==> src/rtl/ljc_pkg.sv <==
package ljc_pkg;

  typedef enum logic {
    PH_IDLE = 1'b0,
    PH_RUN  = 1'b1
  } phase_e;

  function automatic int idx_width(input int n);
    return (n > 1) ? $clog2(n) : 1;
  endfunction

endpackage

==> src/rtl/ljc_step.sv <==
module ljc_step #(
  parameter int          W    = 5,
  parameter logic [W-1:0] TAPS = 'b10010
) (
  input  logic [W-1:0] cur,
  output logic [W-1:0] nxt
);

  logic fb;

  // XNOR of the tapped bits; the zero state therefore feeds a one
  assign fb  = ~(^(cur & TAPS));
  assign nxt = {cur[W-2:0], fb};

endmodule

==> src/rtl/ljc_apply.sv <==
module ljc_apply #(
  parameter int W = 5
) (
  input  logic [W-1:0]        base,
  input  logic [W-1:0][W-1:0] img,
  input  logic [W-1:0]        vec,
  output logic [W-1:0]        res
);

  // Affine map: start from image of zero, add each bit's contribution
  always_comb begin
    res = base;
    for (int i = 0; i < W; i++) begin
      if (vec[i]) begin
        res = res ^ img[i] ^ base;
      end
    end
  end

endmodule

==> src/rtl/ljc_table.sv <==
module ljc_table #(
  parameter int           W    = 5,
  parameter logic [W-1:0] TAPS = 'b10010,
  localparam int          LV   = W,
  localparam int          LVW  = ljc_pkg::idx_width(LV)
) (
  input  logic                clk,
  input  logic                rst_n,
  input  logic [LVW-1:0]      rd_lvl,
  output logic [W-1:0]        rd_base,
  output logic [W-1:0][W-1:0] rd_img,
  output logic                ready
);

  logic [LV-1:0][W-1:0]        base_q;
  logic [LV-1:0][W-1:0][W-1:0] img_q;

  logic [LVW-1:0] bcnt_q, bcnt_d;
  logic           ready_q, ready_d;
  logic           wr_en;
  logic [LVW-1:0] src_lvl;

  logic [W-1:0]        src_base;
  logic [W-1:0][W-1:0] src_img;

  logic [W-1:0]        l0_base;
  logic [W-1:0][W-1:0] l0_img;

  logic [W:0][W-1:0]   mid_v;
  logic [W:0][W-1:0]   dbl_v;

  logic [W-1:0]        new_base;
  logic [W-1:0][W-1:0] new_img;

  // Read port serves the build (previous level) or the caller
  assign src_lvl  = ready_q ? rd_lvl :
                    ((bcnt_q == '0) ? '0 : bcnt_q - 1'b1);
  assign src_base = base_q[src_lvl];
  assign src_img  = img_q[src_lvl];
  assign rd_base  = src_base;
  assign rd_img   = src_img;
  assign ready    = ready_q;

  // Level 0: one-step model on zero and on each unit vector
  ljc_step #(.W(W), .TAPS(TAPS)) u_step_zero (
    .cur ('0),
    .nxt (l0_base)
  );

  for (genvar i = 0; i < W; i++) begin : g_unit
    localparam logic [W-1:0] UNIT_V = W'(1) << i;
    ljc_step #(.W(W), .TAPS(TAPS)) u_step_unit (
      .cur (UNIT_V),
      .nxt (l0_img[i])
    );
  end

  // Higher levels: push zero and each unit vector through the
  // previous level twice (j = 0 is the zero vector)
  for (genvar j = 0; j <= W; j++) begin : g_dbl
    localparam logic [W:0]   WIDE_V = (W+1)'(1) << j;
    localparam logic [W-1:0] SRC_V  = WIDE_V[W:1];
    ljc_apply #(.W(W)) u_first (
      .base (src_base),
      .img  (src_img),
      .vec  (SRC_V),
      .res  (mid_v[j])
    );
    ljc_apply #(.W(W)) u_second (
      .base (src_base),
      .img  (src_img),
      .vec  (mid_v[j]),
      .res  (dbl_v[j])
    );
  end

  always_comb begin
    new_base = (bcnt_q == '0) ? l0_base : dbl_v[0];
    for (int i = 0; i < W; i++) begin
      new_img[i] = (bcnt_q == '0) ? l0_img[i] : dbl_v[i+1];
    end
  end

  always_comb begin
    bcnt_d  = bcnt_q;
    ready_d = ready_q;
    wr_en   = !ready_q;
    if (!ready_q) begin
      if (bcnt_q == LVW'(LV-1)) begin
        ready_d = 1'b1;
      end else begin
        bcnt_d = bcnt_q + 1'b1;
      end
    end
  end

  always_ff @(posedge clk or negedge rst_n) begin
    if (!rst_n) begin
      bcnt_q  <= '0;
      ready_q <= 1'b0;
    end else begin
      bcnt_q  <= bcnt_d;
      ready_q <= ready_d;
    end
  end

  // Table storage: data only, written under its enable
  always_ff @(posedge clk) begin
    if (wr_en) begin
      base_q[bcnt_q] <= new_base;
      img_q[bcnt_q]  <= new_img;
    end
  end

  AST_READY_STICKY: assert property (@(posedge clk) disable iff (!rst_n)
    ready_q |=> ready_q);

  AST_ZERO_NOT_FIXED: assert property (@(posedge clk) disable iff (!rst_n)
    ready_q |-> (base_q[0] != '0));

  AST_READ_IN_RANGE: assert property (@(posedge clk) disable iff (!rst_n)
    ready_q |-> (rd_lvl < LVW'(LV)));

endmodule

==> src/rtl/lfsr_jump_calc.sv <==
module lfsr_jump_calc #(
  parameter int           W    = 5,
  parameter logic [W-1:0] TAPS = 'b10010,
  localparam int          LV   = W,
  localparam int          LVW  = ljc_pkg::idx_width(LV),
  localparam logic [W-1:0] PERIOD = '1
) (
  input  logic         clk,
  input  logic         rst_n,
  input  logic         start,
  input  logic [W-1:0] state_in,
  input  logic [W-1:0] skip_in,
  input  logic         backward,
  output logic         busy,
  output logic         done,
  output logic [W-1:0] state_out
);

  import ljc_pkg::*;

  phase_e         phase_q, phase_d;
  logic [LVW-1:0] idx_q, idx_d;
  logic [W-1:0]   cnt_q, cnt_d;
  logic [W-1:0]   acc_q, acc_d;
  logic [W-1:0]   out_q, out_d;
  logic           done_q, done_d;

  logic                tbl_ready;
  logic [W-1:0]        lvl_base;
  logic [W-1:0][W-1:0] lvl_img;
  logic [W-1:0]        stepped;
  logic [W-1:0]        eff_cnt;
  logic [W-1:0]        after_lvl;
  logic                accept;

  ljc_table #(.W(W), .TAPS(TAPS)) u_table (
    .clk     (clk),
    .rst_n   (rst_n),
    .rd_lvl  (idx_q),
    .rd_base (lvl_base),
    .rd_img  (lvl_img),
    .ready   (tbl_ready)
  );

  ljc_apply #(.W(W)) u_apply (
    .base (lvl_base),
    .img  (lvl_img),
    .vec  (acc_q),
    .res  (stepped)
  );

  // Backward by N equals forward by PERIOD - N, folded into [0, PERIOD)
  always_comb begin
    if (!backward) begin
      eff_cnt = skip_in;
    end else if ((skip_in == '0) || (skip_in == PERIOD)) begin
      eff_cnt = '0;
    end else begin
      eff_cnt = PERIOD - skip_in;
    end
  end

  assign accept    = start && tbl_ready && (phase_q == PH_IDLE);
  assign after_lvl = cnt_q[idx_q] ? stepped : acc_q;

  always_comb begin
    phase_d = phase_q;
    idx_d   = idx_q;
    cnt_d   = cnt_q;
    acc_d   = acc_q;
    out_d   = out_q;
    done_d  = 1'b0;
    unique case (phase_q)
      PH_IDLE: begin
        if (accept) begin
          phase_d = PH_RUN;
          idx_d   = '0;
          cnt_d   = eff_cnt;
          acc_d   = state_in;
        end
      end
      PH_RUN: begin
        acc_d = after_lvl;
        if (idx_q == LVW'(LV-1)) begin
          phase_d = PH_IDLE;
          out_d   = after_lvl;
          done_d  = 1'b1;
        end else begin
          idx_d = idx_q + 1'b1;
        end
      end
      default: phase_d = PH_IDLE;
    endcase
  end

  always_ff @(posedge clk or negedge rst_n) begin
    if (!rst_n) begin
      phase_q <= PH_IDLE;
      idx_q   <= '0;
      cnt_q   <= '0;
      acc_q   <= '0;
      out_q   <= '0;
      done_q  <= 1'b0;
    end else begin
      phase_q <= phase_d;
      idx_q   <= idx_d;
      cnt_q   <= cnt_d;
      acc_q   <= acc_d;
      out_q   <= out_d;
      done_q  <= done_d;
    end
  end

  assign busy      = !tbl_ready || (phase_q == PH_RUN);
  assign done      = done_q;
  assign state_out = out_q;

  AST_DONE_SINGLE: assert property (@(posedge clk) disable iff (!rst_n)
    done_q |=> !done_q);

  AST_DONE_NOT_BUSY: assert property (@(posedge clk) disable iff (!rst_n)
    done_q |-> !busy);

  AST_RESULT_HELD: assert property (@(posedge clk) disable iff (!rst_n)
    !done_q |-> $stable(out_q));

  AST_RUN_NOT_RESTARTED: assert property (@(posedge clk) disable iff (!rst_n)
    ((phase_q == PH_RUN) && (idx_q != LVW'(LV-1)))
      |=> ((phase_q == PH_RUN) && (idx_q == $past(idx_q) + 1'b1)));

endmodule

==> config.mk <==
export PLATFORM = sky130hd
export DESIGN_NAME = lfsr_jump_calc
export DESIGN_NICKNAME = d
export VERILOG_FILES = /design/src/rtl/ljc_pkg.sv /design/src/rtl/ljc_step.sv /design/src/rtl/ljc_apply.sv /design/src/rtl/ljc_table.sv /design/src/rtl/lfsr_jump_calc.sv
export SDC_FILE = /design/constraint.sdc
export NUM_CORES = 1
export LEC_CHECK = 0
export ABC_AREA = 1
export CORE_MARGIN = 2
export CORE_UTILIZATION = 50
export DETAILED_ROUTE_END_ITERATION = 8
export PLACE_DENSITY_LB_ADDON = 0.25
export SLEW_MARGIN = 5
export SYNTH_ARGS = -nofsm -noshare
export SYNTH_HDL_FRONTEND = slang
export SYNTH_SLANG_ARGS = --single-unit
==> constraint.sdc <==
create_clock -name clk -period 3.1 [get_ports clk]
set_input_delay 0.62 -clock clk [delete_from_list [all_inputs] [get_ports clk]]
set_output_delay 0.62 -clock clk [all_outputs]
set_load 0.02 [all_outputs]
==> impl_metrics.py, run 1 <==
metrics = {
    "routing": {
        "drtIter0Drc": 1258,
        "drt-total-wl_um": 37900,
        "drc": 0,
        "wire_per_inst_um": 19.2,
        "viasPerCell": 5.59,
        "dr.pass1.iters": 6,
        "dr_total_vias": 11000,
        "ant_nets": 0,
    },
    "grt": {
        "grt_overflow": 0,
        "grt_pass1_wl_um": 54200,
        "antenna_found_initial": 0,
        "grt.total_usage_pct": 30.0,
        "grt_max_degree": 31,
        "grt_pass1_vias": 9841,
    },
    "synthesis": {
        "ys_ff_latch": 174,
        "synth_top_area_cell": "edfxtp_1",
        "synth_mux_area_share_pct": 0.101,
        "synth_area_um2": 11200,
        "synth_top_family_by_area": "simple AND/OR/NAND/NOR gates",
        "seq_area_frac_synth_pct": 45.8,
        "synth-async-reset-ratio_pct": 13.8,
        "synthFlopType": "edfxtp_1",
        "synthSimpleGateAreaFrac_pct": 32.5,
        "synth.area.top_cells": "edfxtp_1 (40%), nand2_1 (17%), nand3_1 (7.2%), dfrtp_1 (5.4%), inv_1 (4.9%)",
        "postSynthCellCount": 1432,
        "synthXorXnorAreaFrac_pct": 5.86,
        "synth_top_area_share_pct": 40.4,
        "synth_compound_area_share_pct": 6.17,
        "yosys.area_share.adder_pct": 0.785,
        "ys_types": 44,
        "synth_nets": 1453,
        "syn_avg_cell_area_um2": 7.79,
        "synth_edf_count": 150,
        "ys_warn_count": 0,
    },
    "finish": {
        "postLayoutCellArea_um2": 15500,
        "num_antenna_cells": 0,
        "nNetsFinal": 1702,
        "drive_above_1_share_pct": 33.6,
        "syn_to_final_growth_pct": 38.9,
        "final_common_cell": "nand2_1",
        "final_cell_mix": "nand2_1 (426), buf_4 (207), edfxtp_1 (150)",
    },
    "worst_setup_path": {
        "r2r_cells": 24,
        "r2r_end": "u_table.img_q[102]",
        "crit_path_start_kind": "register",
        "crit_fanout": 6,
        "arrival_ns": 3.38,
        "cp-end-kind": "register",
        "rrSetupSlack_ns": -0.1,
        "rr_startpoint": "u_table.bcnt_q[0]",
        "crit_required_ns": 3.28,
        "crit_type": "register to register",
    },
    "cts": {
        "root_buffer": "clkbuf_16",
        "cts_tree": "done",
        "cts_buffer_depth": 2,
        "cts_max_level": 4,
        "clk_latency_ns": 0.44,
        "clk_pin_slew_ns": 0.07,
        "cts.sink_count": 174,
        "cts_buffers": 17,
    },
    "sta": {
        "setup_slack_ns": -0.0989,
        "rsz0062_at_grt": "yes",
        "setup_tns_ns": -2.48,
        "finalSetupViolations": 60,
        "min_period_ns": 3.20,
        "clock_skew_ns": 0.0106,
        "fin_crit_sh_pct": 103,
        "fmax_mhz": 313,
        "slew_headroom_pct": 42.9,
        "maxSlewViolCount": 0,
        "hold_slack_ns": 0.482,
        "tightest_slew_ns": 0.850,
        "finalHoldViolations": 0,
    },
    "status": {
        "failed_checks": "negative setup slack",
        "status": "complete, but fails checks",
    },
    "hold_path": {
        "hold_path.startpoint": "state_out[1]",
        "hp-class": "register to register",
        "hold_path_depth": 2,
        "min_to": "state_out[1]",
    },
    "place": {
        "place.gp.congestion": 1.08,
        "post_dp_cell_area_um2": 13200,
        "hpwl_um": 25500,
        "dp_slack_ns": -0.238,
        "io_buffers": 20,
    },
    "die": {
        "initial_core_util_pct": 51.0,
        "io_pins": 21,
        "fp.dieH_um": 153,
        "core_region_area_um2": 21900,
        "rows": 54,
        "fp.dieW_um": 153,
        "dieArea_um2": 23500,
    },
    "run": {
        "cap_violations": 0,
    },
}
[worst max-delay path, stage by stage (launching register included)]
cell and delay (ns):
dfrtp_1 0.40, inv_2 0.13, ha_4 0.18, inv_1 0.06
nand2_1 0.06, nand2_1 0.05, nand2_1 0.07, nand2_2 0.08
buf_12 0.15, inv_4 0.07, buf_8 0.14, buf_6 0.12
nand3_4 0.08, o21ai_4 0.08, buf_12 0.17, xor2_4 0.19
buf_6 0.13, nor2_2 0.03, xor2_1 0.22, inv_1 0.08
nand2_1 0.08, nand2_2 0.06, nor2_2 0.09, nor2_2 0.06
buf_4 0.15
[synthesized netlist by cell type, types with 4 or more instances]
master	count
buf_6	16
nor2_1	109
a21oi_1	32
o211ai_1	9
nor3_1	4
nand3_1	161
o21ai_2	6
inv_1	146
dfrtp_1	24
or2_1	10
buf_2	17
ha_1	7
o21ai_1	17
nand3b_1	9
xnor2_1	29
clkbuf_1	6
buf_4	12
nand2_1	513
inv_2	10
nand2_2	22
nand4_1	12
edfxtp_1	150
o21ai_0	39
xor2_1	40
[cell type report]
| type | count | area, um^2 |
|---|---|---|
| clock inverter | 13 | 163 |
| multi-input combinational | 1048 | 6220 |
| sequential | 174 | 5100 |
| timing repair buffer | 280 | 2590 |
| tap | 280 | 350 |
| inverter | 160 | 633 |
| clock buffer | 19 | 433 |
| fill | 1693 | 6390 |
[per-stage QoR]
| stage | utilization [%] | instances |
|---|---|---|
| 2_1_floorplan | - | 1432 |
| 3_3_place_gp | 60.4 | 1903 |
| 3_5_place_dp | 60.4 | 1903 |
| 4_1_cts | 64.8 | 1941 |
| 5_1_grt | 70.8 | 1974 |
| 6_report | 70.8 | 1974 |
[per-layer routing]
layer	track usage (%)	part of all wire, %	vias to the layer above
li1	-	-	5120
met3	4.42	8.6	111
met1	41.9	41	5246
met2	49.3	47	548
met5	0	0	-
met4	8.13	3.4	0
[state kept, by name, indices dropped and copies added (netlist names), 3 cells and up]
register,flops
cnt_q,5
u_table.img_q,125
u_table.base_q,25
u_table.bcnt_q,3
idx_q,3
state_out,5
acc_q,5
[cells by family after synthesis]
logic type      Yosys count
fa+ha+maj                 7
mux                       1
flops                   174
xor+xnor                 72
compound gates          117
simple gates            850
buf+inv                 211
[what timing repair did]
item / 4_1_cts / 5_1_grt
endpoints found under the hold margin: 0 / 0
pin swaps: 13 / 95
gates resized for setup: 87 / 255
buffers inserted: 5 / 28
gates cloned: 1 / 5
hold buffers: 0 / 0
setup endpoints to repair: 156 / 160
[worst max path at each step]
stage	startpoint	end	slack [ns]	cells after the start
after floorplan	u_table.bcnt_q[1]	u_table.base_q[5]	-0.002	3
after global placement	u_table.bcnt_q[0]	u_table.img_q[1]	-0.19	20
after detailed placement	u_table.bcnt_q[1]	u_table.img_q[28]	-0.24	18
after CTS	u_table.bcnt_q[1]	u_table.img_q[102]	-0.04	22
after global routing	u_table.bcnt_q[0]	u_table.img_q[102]	-0.23	24
final	u_table.bcnt_q[0]	u_table.img_q[102]	-0.1	24
Power of run 1 is left out: the tool's default activity adds up to more than one toggle a clock period on the data nets, which glitch-free logic cannot reach.
==> run 2: changes to the inputs <==
--- a/config.mk
+++ b/config.mk
@@ -9,6 +9,7 @@
 export CORE_MARGIN = 2
 export CORE_UTILIZATION = 50
 export DETAILED_ROUTE_END_ITERATION = 8
+export GPL_TIMING_DRIVEN = 0
 export PLACE_DENSITY_LB_ADDON = 0.25
 export SLEW_MARGIN = 5
 export SYNTH_ARGS = -nofsm -noshare
==> impl_metrics.py, run 2 (same netlist as run 1, synthesis figures left out) <==
metrics = {
    "worst_setup_path": {
        "worst_path_max_delay_cell": "dfrtp_1",
        "crit_path_start_kind": "register",
        "critPathTopFamily": "simple AND/OR/NAND/NOR gates",
        "crit_type": "register to register",
        "path_common_cell": "nand2_4",
        "cp-end-kind": "register",
        "critPathMaxStageDelay_ns": 0.40,
        "arrival_ns": 3.64,
        "crit_fanout": 5,
        "path_buf_inv": 6,
        "crit_required_ns": 3.27,
        "cp_cell_sequence": "inv_2 > ha_4 > nand2_4 > nand2_4 > nor2_4 > nor2_8 > buf_8 > buf_8 > buf_4 > buf_4 > nand3_2 > nand3_2 > nand2_4 > clkinvlp_4 > nor2_2 > nand2_1 > o21ai_0 > xor2_1 > xor2_1 > nor2_2",
    },
    "cts": {
        "hold_buffers": 0,
        "cts_tree": "done",
        "root_buffer": "clkbuf_16",
        "cts.sink_count": 174,
        "cts_buffer_depth": 2,
        "clk_pin_slew_ns": 0.08,
        "clk_latency_ns": 0.45,
        "cts_max_level": 4,
        "cts_buffers": 17,
    },
    "sta": {
        "finalSetupViolations": 142,
        "clock_skew_ns": 0.0172,
        "tightest_slew_ns": 1.35,
        "slew_headroom_pct": 9.85,
        "setup_slack_ns": -0.370,
        "finalHoldViolations": 0,
        "fin_crit_sh_pct": 112,
        "maxSlewViolCount": 0,
        "setup_tns_ns": -22.83,
        "rsz0062_at_grt": "yes",
        "min_period_ns": 3.47,
        "fmax_mhz": 288,
    },
    "finish": {
        "num_antenna_cells": 0,
        "largest_register_ffs": 125,
        "final_cell_mix": "nand2_1 (398), edfxtp_1 (150), inv_1 (132)",
        "drive_above_1_share_pct": 32.8,
        "largestRegisters": "u_table.img_q: 125 flops, u_table.base_q: 25 flops",
        "regMostFlops": "u_table.img_q",
        "syn_to_final_growth_pct": 38.5,
        "nNetsFinal": 1641,
        "final_common_cell": "nand2_1",
    },
    "status": {
        "status": "complete, but fails checks",
        "failed_checks": "negative setup slack",
    },
    "die": {
        "core_region_area_um2": 21900,
        "fp.dieW_um": 153,
        "io_pins": 21,
        "dieArea_um2": 23500,
        "initial_core_util_pct": 51.0,
        "fp.dieH_um": 153,
        "rows": 54,
    },
    "grt": {
        "grt_pass1_vias": 10600,
        "grt_pass1_wl_um": 60000,
        "grt_overflow": 0,
        "grt.total_usage_pct": 33.8,
        "antenna_found_initial": 1,
        "grt_max_degree": 27,
    },
    "routing": {
        "dr_total_vias": 11000,
        "drt-total-wl_um": 40700,
        "drc": 0,
        "wire_per_inst_um": 21.3,
        "drtIter0Drc": 1345,
        "ant_nets": 0,
        "viasPerCell": 5.76,
        "dr.pass1.iters": 7,
    },
    "place": {
        "place.gp.congestion": 1.01,
        "io_buffers": 20,
        "hpwl_um": 26700,
    },
    "hold_path": {
        "hp-class": "register to register",
    },
    "run": {
        "cap_violations": 0,
    },
}
## run 2: changes by cell type in the layout (fill, tap and decap cells not counted), sizes merged
cell	delta
buf	-63
inv	+3
bufbuf	+1
bufinv	-1
nor2	-1
## run 2: path summary, 6_finish.rpt
check	from	end	cells past startpoint	slack, ns
max	u_table.bcnt_q[0]	u_table.img_q[87]	20	-0.37
min reg2reg	state_out[1]	state_out[1]	2	0.49
max reg2reg	u_table.bcnt_q[0]	u_table.img_q[87]	20	-0.37
min in group asynchronous	rst_n	state_out[4]	1	0.75
max in group asynchronous	rst_n	u_table.bcnt_q[0]	1	1.67
min	state_out[1]	state_out[1]	2	0.49
## run 2: stage by stage
stage               setup slack (ns)  instance area, um^2  util, %  cells  hold slack, ns
global route                  -0.469                15400     70.6   1913           0.524
finish                        -0.370                15400     70.6   1913           0.490
detailed placement             -1.16                11900     54.3   1741           0.466
CTS                           -0.188                14800     67.4   1889           0.487
floorplan                   -0.00212                11200        -   1432           0.324
global placement               -1.79                11700     53.6   1732           0.465
## run 2: layout make-up
cell class                      count  area, um^2
Multi-Input combinational cell   1047        6520
Fill cell                        1679        6440
Sequential cell                   174        5100
Timing Repair Buffer              169        1610
Inverter                          160         646
Buffer                             51         606
Clock buffer                       17         425
Tap cell                          280         350
Clock inverter                     15         195
## run 2: layer usage
layer / part of all wire [%] / global-route usage (%)
met5: 0 / 0
met4: 4.9 / 16.0
met3: 10 / 7.26
met2: 47 / 54.1
met1: 38 / 44.1
## run 2: worst register-to-register path: cells and delay by family (launching register included)
kind | cells | cell delay [ns]
AO/OA/AOI/OAI | 1 | 0.09
XOR/XNOR | 2 | 0.52
adder cells (fa/ha/maj) | 1 | 0.20
buffers and inverters | 6 | 0.88
flip-flops | 1 | 0.40
AND/OR/NAND/NOR | 10 | 1.11
## run 2: timing repair
item                       in CTS  in global routing
resized for setup             339                120
setup endpoints to repair     160                160
setup buffers                 112                 26
pin swaps                      97                 81
gates cloned                    4                  1
Power of run 2 is left out for the same reason.
==> run 3: changes to the inputs <==
--- a/config.mk
+++ b/config.mk
@@ -8,6 +8,7 @@
 export ABC_AREA = 1
 export CORE_MARGIN = 2
 export CORE_UTILIZATION = 50
+export CTS_BUF_LIST = sky130_fd_sc_hd__clkbuf_4 sky130_fd_sc_hd__clkbuf_8
 export DETAILED_ROUTE_END_ITERATION = 8
 export GPL_TIMING_DRIVEN = 0
 export PLACE_DENSITY_LB_ADDON = 0.25
==> impl_metrics.py, run 3 (same netlist as run 1, synthesis figures left out) <==
metrics = {
    "sta": {
        "finalHoldViolations": 0,
        "setup_slack_ns": -0.327,
        "clock_skew_ns": 0.0309,
        "min_period_ns": 3.43,
        "slew_headroom_pct": 19.4,
        "tightest_slew_ns": 1.21,
        "finalSetupViolations": 154,
        "fmax_mhz": 292,
        "hold_slack_ns": 0.495,
        "rsz0062_at_grt": "yes",
        "fin_crit_sh_pct": 111,
        "maxSlewViolCount": 0,
    },
    "die": {
        "initial_core_util_pct": 51.0,
        "io_pins": 21,
        "fp.dieH_um": 153,
        "dieArea_um2": 23500,
        "core_region_area_um2": 21900,
        "fp.dieW_um": 153,
        "rows": 54,
    },
    "worst_setup_path": {
        "r2r_cells": 18,
        "critPathMaxStageDelay_ns": 0.41,
        "crit_fanout": 5,
        "cp-startpoint": "u_table.bcnt_q[0]",
        "r2r_end": "u_table.img_q[87]",
        "crit_path_start_kind": "register",
        "worst_path_max_delay_cell": "dfrtp_1",
        "rr_startpoint": "u_table.bcnt_q[0]",
        "cp-end-kind": "register",
        "crit_required_ns": 3.30,
        "cp_cell_sequence": "inv_2 > ha_1 > a21oi_1 > nand2_1 > nand2_2 > buf_6 > nand2_4 > nor2_4 > buf_6 > buf_4 > nand2_1 > nand2_4 > xor2_4 > inv_2 > nand2_1 > xor2_1 > xor2_1 > nor2_2",
        "crit_type": "register to register",
        "crit_end": "u_table.img_q[87]",
        "arrival_ns": 3.63,
        "rrSetupSlack_ns": -0.33,
        "path_common_cell": "nand2_1",
    },
    "finish": {
        "final_common_cell": "nand2_1",
        "nNetsFinal": 1628,
        "largestRegisters": "u_table.img_q: 125 flops, u_table.base_q: 25 flops",
        "postLayoutCellArea_um2": 14900,
        "final_cell_mix": "nand2_1 (420), edfxtp_1 (150), inv_1 (133)",
        "drive_above_1_share_pct": 29.9,
        "syn_to_final_growth_pct": 33.8,
        "largest_register_ffs": 125,
        "regMostFlops": "u_table.img_q",
        "fillCellCount": 1772,
        "num_antenna_cells": 0,
    },
    "routing": {
        "drtIter0Drc": 1138,
        "dr.pass1.iters": 6,
        "wire_per_inst_um": 20.7,
        "drt-total-wl_um": 39400,
        "drc": 0,
        "dr_total_vias": 10800,
        "viasPerCell": 5.68,
        "ant_nets": 0,
    },
    "cts": {
        "clk_latency_ns": 0.48,
        "cts.sink_count": 174,
        "cts_max_level": 4,
        "root_buffer": "clkbuf_8",
        "cts_buffers": 17,
        "cts_tree": "done",
        "clk_pin_slew_ns": 0.11,
        "cts_buffer_depth": 2,
    },
    "grt": {
        "grt_pass1_vias": 10300,
        "grt_pass1_wl_um": 58800,
        "grt.total_usage_pct": 33.2,
        "grt_max_degree": 27,
        "antenna_found_initial": 2,
        "grt_overflow": 0,
    },
    "place": {
        "hpwl_um": 26700,
        "place.gp.congestion": 1.01,
        "dp_slack_ns": -1.16,
        "io_buffers": 20,
        "post_dp_cell_area_um2": 11900,
    },
    "status": {
        "failed_checks": "negative setup slack",
        "status": "complete, but fails checks",
    },
    "run": {
        "cap_violations": 0,
    },
    "hold_path": {
        "hp-class": "register to register",
    },
}
[run 3: cell count changes in the layout (fill, tap and decap cells not counted), sizes merged]
cell,change
buf,-13
inv,-2
bufbuf,+1
clkbuf,-1
clkinv,+1
clkinvlp,+1
[run 3: critical path, delay by kind of cell, from the launching register on]
family	cells	cell delay, ns
simple gates	8	0.90
flops	1	0.41
buf+inv	5	0.65
compound gates	1	0.17
fa+ha+maj	1	0.23
xor+xnor	3	0.80
[run 3: metrics by stage]
step | utilization (%) | TNS, ns | instances
after detailed placement | 54.3 | -95.88 | 1741
after global routing | 68.2 | -44.18 | 1900
after CTS | 65.3 | -4.17 | 1873
final | 68.2 | -22.97 | 1900
after floorplan | - | -0.0636 | 1432
after global placement | 53.6 | -212.41 | 1732
[run 3: layout make-up]
| cell class | instances | area [um^2] | area share, % |
|---|---|---|---|
| inverter | 160 | 634 | 4.25 |
| multi-input combinational | 1047 | 6300 | 42.2 |
| clock buffer | 17 | 234 | 1.57 |
| buffer | 50 | 572 | 3.83 |
| sequential | 174 | 5100 | 34.2 |
| clock inverter | 15 | 195 | 1.31 |
| tap | 280 | 350 | 2.35 |
| timing repair buffer | 157 | 1540 | 10.3 |
[run 3: how the worst min path moves through the flow]
stage,depth (start not counted),endpoint,startpoint,slack [ns]
after detailed placement,2,state_out[2],state_out[2],0.47
after global placement,2,state_out[1],state_out[1],0.46
final,2,state_out[1],state_out[1],0.49
after CTS,2,state_out[2],state_out[2],0.49
after global routing,2,state_out[4],state_out[4],0.53
after floorplan,0,acc_q[0],rst_n,0.32
[run 3: what timing repair did]
action / CTS / global route
gates resized for setup: 288 / 98
endpoints found under the setup margin: 160 / 160
pin swaps: 82 / 74
buffers inserted: 95 / 29
cloned: 5 / 0
hold buffers: 0 / 0
[run 3: layer usage]
metal  GRT usage [%]  vias to the layer above  wire length [um]
met4            15.2                        0              1810
li1                -                     4982                 -
met1            43.5                     5103             15500
met3            7.51                      117              3960
met5               0                        -                 0
met2            52.7                      591             18100
Power of run 3 is left out for the same reason.
